[config.mk]
export PLATFORM = sky130hd
export DESIGN_NAME = cpwm_top
export DESIGN_NICKNAME = d
export VERILOG_FILES = /design/src/rtl/cpwm_pkg.sv /design/src/rtl/cpwm_cfg_buf.sv /design/src/rtl/cpwm_window.sv /design/src/rtl/cpwm_top.sv
export SDC_FILE = /design/constraint.sdc
export NUM_CORES = 1
export LEC_CHECK = 0
export BUFFER_PORTS_ARGS = -buffer_cell sky130_fd_sc_hd__clkbuf_2
export CAP_MARGIN = 20
export CORE_MARGIN = 2
export CORE_UTILIZATION = 50
export CTS_CLUSTER_SIZE = 24
export DETAILED_ROUTE_END_ITERATION = 10
export GPL_ROUTABILITY_DRIVEN = 0
export GPL_TIMING_DRIVEN = 0
export HOLD_SLACK_MARGIN = 0.08
export PLACE_DENSITY_LB_ADDON = 0.1
export SLEW_MARGIN = 0
export SYNTH_ARGS = -nofsm -noshare
export SYNTH_HDL_FRONTEND = slang
export SYNTH_SLANG_ARGS = --single-unit
[constraint.sdc]
create_clock -name clk -period 11.4 [get_ports clk]
set_input_delay 2.85 -clock clk [delete_from_list [all_inputs] [get_ports clk]]
set_output_delay 2.85 -clock clk [all_outputs]
set_load 0.01 [all_outputs]
[src/rtl/cpwm_pkg.sv]
package cpwm_pkg;

  typedef enum logic {
    EDGE_TRAIL = 1'b0,
    EDGE_LEAD  = 1'b1
  } dt_edge_e;

  typedef enum logic {
    POL_LOW  = 1'b0,
    POL_HIGH = 1'b1
  } pol_e;

  localparam int unsigned BOUNDARY_VAL = 1;
  localparam int unsigned MIN_THRESH   = 2;

endpackage

[src/rtl/cpwm_cfg_buf.sv]
module cpwm_cfg_buf
  import cpwm_pkg::*;
#(
  parameter int CW = 16
) (
  input  logic          clk,
  input  logic          rst,
  input  logic          load,
  input  logic          at_bnd,
  input  logic [CW-1:0] in_period,
  input  logic [CW:0]   in_duty,
  input  logic [CW:0]   in_dead,
  input  dt_edge_e      in_edge,
  input  pol_e          in_pol,
  output logic [CW-1:0] act_period,
  output logic [CW:0]   act_duty,
  output logic [CW:0]   act_dead,
  output dt_edge_e      act_edge,
  output pol_e          act_pol
);

  localparam logic [CW-1:0] RST_PERIOD = CW'(MIN_THRESH);

  logic [CW-1:0] pend_period;
  logic [CW:0]   pend_duty;
  logic [CW:0]   pend_dead;
  dt_edge_e      pend_edge;
  pol_e          pend_pol;

  // pending set: written by the load strobe
  always_ff @(posedge clk) begin
    if (rst) begin
      pend_period <= RST_PERIOD;
      pend_duty   <= '0;
      pend_dead   <= '0;
      pend_edge   <= EDGE_TRAIL;
      pend_pol    <= POL_HIGH;
    end else if (load) begin
      pend_period <= in_period;
      pend_duty   <= in_duty;
      pend_dead   <= in_dead;
      pend_edge   <= in_edge;
      pend_pol    <= in_pol;
    end
  end

  // working set: copied from the pending set at the counter minimum
  always_ff @(posedge clk) begin
    if (rst) begin
      act_period <= RST_PERIOD;
      act_duty   <= '0;
      act_dead   <= '0;
      act_edge   <= EDGE_TRAIL;
      act_pol    <= POL_HIGH;
    end else if (at_bnd) begin
      act_period <= pend_period;
      act_duty   <= pend_duty;
      act_dead   <= pend_dead;
      act_edge   <= pend_edge;
      act_pol    <= pend_pol;
    end
  end

endmodule

[src/rtl/cpwm_window.sv]
module cpwm_window
  import cpwm_pkg::*;
#(
  parameter int CW = 16
) (
  input  logic [CW-1:0] cnt,
  input  logic          cnt_dn,
  input  logic [CW-1:0] period,
  input  logic [CW:0]   duty,
  input  logic [CW:0]   dead,
  input  dt_edge_e      dt_edge,
  output logic          on
);

  localparam int XW = CW + 2;
  localparam logic [XW-1:0] THR_FLOOR = XW'(MIN_THRESH);

  logic [XW-1:0] p_x, half_x, thr_x, c_x, d_x, wid_x, k_x;
  logic          raw;

  always_comb begin
    p_x    = XW'(period);
    c_x    = XW'(cnt);
    d_x    = XW'(dead);
    half_x = XW'(duty >> 1);
    thr_x  = (p_x > half_x) ? (p_x - half_x) : '0;
    if (thr_x < THR_FLOOR) thr_x = THR_FLOOR;
    raw    = (duty != '0) && (c_x >= thr_x) && (c_x <= p_x);
    wid_x  = ((p_x - thr_x) << 1) + XW'(1);
    k_x    = cnt_dn ? ((p_x << 1) - thr_x - c_x) : (c_x - thr_x);
    if (dt_edge == EDGE_LEAD) on = raw && (k_x >= d_x);
    else                      on = raw && ((k_x + d_x) < wid_x);
  end

endmodule

[src/rtl/cpwm_top.sv]
module cpwm_top
  import cpwm_pkg::*;
#(
  parameter int CW = 16
) (
  input  logic          clk,
  input  logic          rst,
  input  logic [CW-1:0] cnt,
  input  logic          cnt_dn,
  input  logic [CW-1:0] cfg_period,
  input  logic [CW:0]   cfg_duty,
  input  logic [CW:0]   cfg_dead,
  input  logic          dt_lead,
  input  logic          pol_high,
  input  logic          cfg_load,
  output logic          pwm_out
);

  logic          at_bnd;
  logic [CW-1:0] act_period;
  logic [CW:0]   act_duty;
  logic [CW:0]   act_dead;
  dt_edge_e      act_edge;
  pol_e          act_pol;
  logic          win_on;

  assign at_bnd = (cnt == CW'(BOUNDARY_VAL));

  cpwm_cfg_buf #(.CW(CW)) u_buf (
    .clk       (clk),
    .rst       (rst),
    .load      (cfg_load),
    .at_bnd    (at_bnd),
    .in_period (cfg_period),
    .in_duty   (cfg_duty),
    .in_dead   (cfg_dead),
    .in_edge   (dt_edge_e'(dt_lead)),
    .in_pol    (pol_e'(pol_high)),
    .act_period(act_period),
    .act_duty  (act_duty),
    .act_dead  (act_dead),
    .act_edge  (act_edge),
    .act_pol   (act_pol)
  );

  cpwm_window #(.CW(CW)) u_win (
    .cnt    (cnt),
    .cnt_dn (cnt_dn),
    .period (act_period),
    .duty   (act_duty),
    .dead   (act_dead),
    .dt_edge(act_edge),
    .on     (win_on)
  );

  always_ff @(posedge clk) begin
    if (rst) pwm_out <= 1'b0;
    else     pwm_out <= (act_pol == POL_HIGH) ? win_on : ~win_on;
  end

endmodule

==> impl_metrics.env <==
export IMPL_dieArea_mm2=0.0203
export IMPL_combPwrFrac=0.235
export IMPL_die_w_um=142
export IMPL_path_max_fanout=7
export IMPL_dieHeight_um=142
export IMPL_finalSetupViolations=0
export IMPL_run_status="finished, final reports clean"
export IMPL_start_util=0.510
export IMPL_worstPathArrival_ns=10.52
export IMPL_post_cts_repair_setup_buffers=0
export IMPL_via_per_inst=5.50
export IMPL_synth_async_reset_ratio=0
export IMPL_n_antenna_cell=0
export IMPL_netSwitchingFraction=0.333
export IMPL_vdd_drop_max_mv=0.0716
export IMPL_critPathSlowestCell="or4_1"
export IMPL_pwr_share_seq=0.405
export IMPL_synthesis_area_mm2=0.00958
export IMPL_ys_seq_area_frac=0.219
export IMPL_grt_use_total=0.253
export IMPL_wl_mm=24.8
export IMPL_dr_pass1_iters=7
export IMPL_cts_root_buf="clkbuf_16"
export IMPL_grt_pass1_vias=7745
export IMPL_switchingPower_uw=315
export IMPL_power_leakage_nw=5.11
export IMPL_end_kind="flop"
export IMPL_post_route_util=0.562
export IMPL_ctsHoldBuffers=0
export IMPL_synth_edf_count=0
export IMPL_syn_area_per_cell_um2=8.36
export IMPL_p_per_area_mw_per_mm2=89.8
export IMPL_grt_max_degree=23
export IMPL_num_rows=50
export IMPL_pwr_share_clk=0.360
export IMPL_drt_initial_drc_count=431
export IMPL_cts_made_buffers=9
export IMPL_coreArea_mm2=0.0188
export IMPL_ant_nets=0
export IMPL_io_buffers=71
export IMPL_internal_power_uw=632
export IMPL_syn_to_final_growth_pct=10.0
export IMPL_fmax_mhz=97.4
export IMPL_synthCells=1146
export IMPL_crit_type="reg2reg"
export IMPL_dp_hpwl_mm=20.5
export IMPL_ys_ff_latch=105
export IMPL_worst_pin_slew_ns=1.04
export IMPL_grt_ovfl_total=0
export IMPL_vias=8062
export IMPL_cp_slowest_stage_delay_ns=0.55
export IMPL_antenna_found_initial=1
export IMPL_cp_required_ns=11.66
export IMPL_skew_ns=0.0156
export IMPL_grt_pass1_wl_mm=39.9
export IMPL_cts_resized=0
export IMPL_cts_buffer_depth=2
export IMPL_ios=73
export IMPL_ys_flop_type="dfxtp_1"
export IMPL_nNetsFinal=1470
export IMPL_path_common_cell="o21ai_0"
export IMPL_cts_htree_levels=3
export IMPL_clock_latency_ns=0.38
export IMPL_relSlewSlack=0.308
export IMPL_period_needed_ns=10.26
export IMPL_synth_cell_types=61
export IMPL_drive_gt1_frac=0.0852
export IMPL_slew_violations=0
export IMPL_cts_tree="done"
export IMPL_ys_warn_count=0
export IMPL_hold_class="reg2reg"
export IMPL_setup_tns_ns=0
export IMPL_drcViolationCount=0
export IMPL_fin_crit_sh=0.900
export IMPL_synth_fp_nets=1388
export IMPL_start_kind="flop"
export IMPL_drv_cap=0
export IMPL_rsz0062_at_grt="false"
export IMPL_wl_per_cell_um=16.9
export IMPL_clk_pin_slew_ns=0.10
export IMPL_clock_sinks=105
export IMPL_finalHoldViolCount=0
## per-stage QoR
stage	hold WS [ns]	power, mW	cell area, µm²	setup WS [ns]	std cells
after detailed placement	0.480	0.613	10200	1.22	1451
after floorplan	0.456	0.551	9580	3.05	1146
after global placement	0.468	0.610	10200	1.22	1451
after global routing	0.519	0.998	10500	0.361	1467
after CTS	0.487	0.955	10500	1.16	1467
final	0.482	0.946	10500	1.14	1467
## logic make-up (layout without fill, tap and decap cells)
| family | Yosys count | count (layout) | share of synthesized area |
|---|---|---|---|
| flip-flops | 105 | 105 | 0.219 |
| adder cells (fa/ha/maj) | 170 | 170 | 0.237 |
| AND/OR/NAND/NOR | 330 | 330 | 0.158 |
| multiplexers | 106 | 106 | 0.111 |
| XOR/XNOR | 72 | 72 | 0.0658 |
| AO/OA/AOI/OAI | 228 | 228 | 0.156 |
| buffers and inverters | 135 | 222 | 0.0537 |
## metal layers
metal | GRT usage | up-vias | routed length (µm) | share of wire
met3 | 0.0367 | 27 | 857 | 0.035
met5 | 0 | - | 14 | 0.00057
met1 | 0.327 | 3741 | 11600 | 0.47
li1 | - | 4146 | - | -
met2 | 0.441 | 146 | 11800 | 0.48
met4 | 0.0683 | 2 | 430 | 0.017
## sequential cells by signal, indices dropped and copies added (netlist names)
name,cells
pwm_out,1
u_buf.act_dead,17
u_buf.act_duty,17
u_buf.act_edge,1
u_buf.act_period,16
u_buf.act_pol,1
u_buf.pend_dead,17
u_buf.pend_duty,17
u_buf.pend_edge,1
u_buf.pend_period,16
u_buf.pend_pol,1
## worst max-delay path, delay by kind of cell, from the launching register on
family	cells	cell delay, ns
AOI/OAI and AO/OA	22	5.50
adders and majority gates	6	1.95
and+or+nand+nor	6	1.16
muxes	2	0.53
DFF	1	0.42
xor gates and xnor gates	2	0.30
buffers and inverters	3	0.28
## path summary, 6_finish.rpt
path	startpoint	end	slack (ns)	depth (start not counted)
setup / recovery	u_buf.act_period[0]$_SDFFE_PP0N_	pwm_out$_SDFF_PP0_	1.14	41
hold / removal	u_buf.pend_dead[1]$_SDFFE_PP0P_	u_buf.act_dead[1]$_SDFFE_PP0N_	0.48	2
setup reg to reg	u_buf.act_period[0]$_SDFFE_PP0N_	pwm_out$_SDFF_PP0_	1.14	41
hold reg to reg	u_buf.pend_dead[1]$_SDFFE_PP0P_	u_buf.act_dead[1]$_SDFFE_PP0N_	0.48	2
## synth_stat cells, types with 4 or more instances
cell type	n	area, µm²
a2111oi_0	7	61.3
a211oi_1	6	45.0
a21o_1	26	195
a21oi_1	67	335
a31oi_1	8	50.1
and3_1	6	37.5
buf_1	4	15.0
clkbuf_1	26	97.6
dfxtp_1	105	2100
fa_1	19	380
ha_1	151	1890
inv_1	103	387
mux2i_1	104	1040
nand2_1	49	184
nand2b_1	12	75.1
nand3_1	15	75.1
nand4_1	11	68.8
nor2_1	167	627
nor2b_1	14	87.6
nor3_1	15	75.1
nor4_1	12	75.1
o211ai_1	9	67.6
o21a_1	5	37.5
o21ai_0	44	220
o21bai_1	16	120
o31ai_1	4	30.0
o41ai_1	4	35.0
or2_2	5	31.3
or3_1	9	56.3
or4_1	5	37.5
xnor2_1	34	298
xor2_1	38	333
## power by group through the flow
stage	combinational, mW	sequential [mW]	clock [mW]
2_1_floorplan	0.161	0.390	0
4_1_cts	0.223	0.383	0.350
6_report	0.222	0.383	0.341
3_5_place_dp	0.221	0.392	0
3_3_place_gp	0.218	0.392	0
5_1_grt	0.252	0.385	0.362
## layout by cell type, fill, tap and decap left out, drive strengths merged, types with 26 or more instances in the layout
cell,netlist,final
clkbuf,26,106
dfxtp,105,105
xor2,38,38
nand2,49,49
mux2i,104,104
o21ai,47,47
a21oi,67,67
a21o,26,26
nor2,167,167
ha,151,151
inv,104,108
xnor2,34,34
## final cells by class
cell class / instances / area, µm²
plain buffers: 31 / 124
clock buffers: 9 / 225
clock inverters: 7 / 88.8
fillers: 1811 / 8230
inverters: 104 / 390
multi-input cells: 906 / 6960
flip-flops and latches: 105 / 2100
well taps: 234 / 293
repair buffers: 71 / 355
Note: power is estimated with default switching activity, not from simulation.
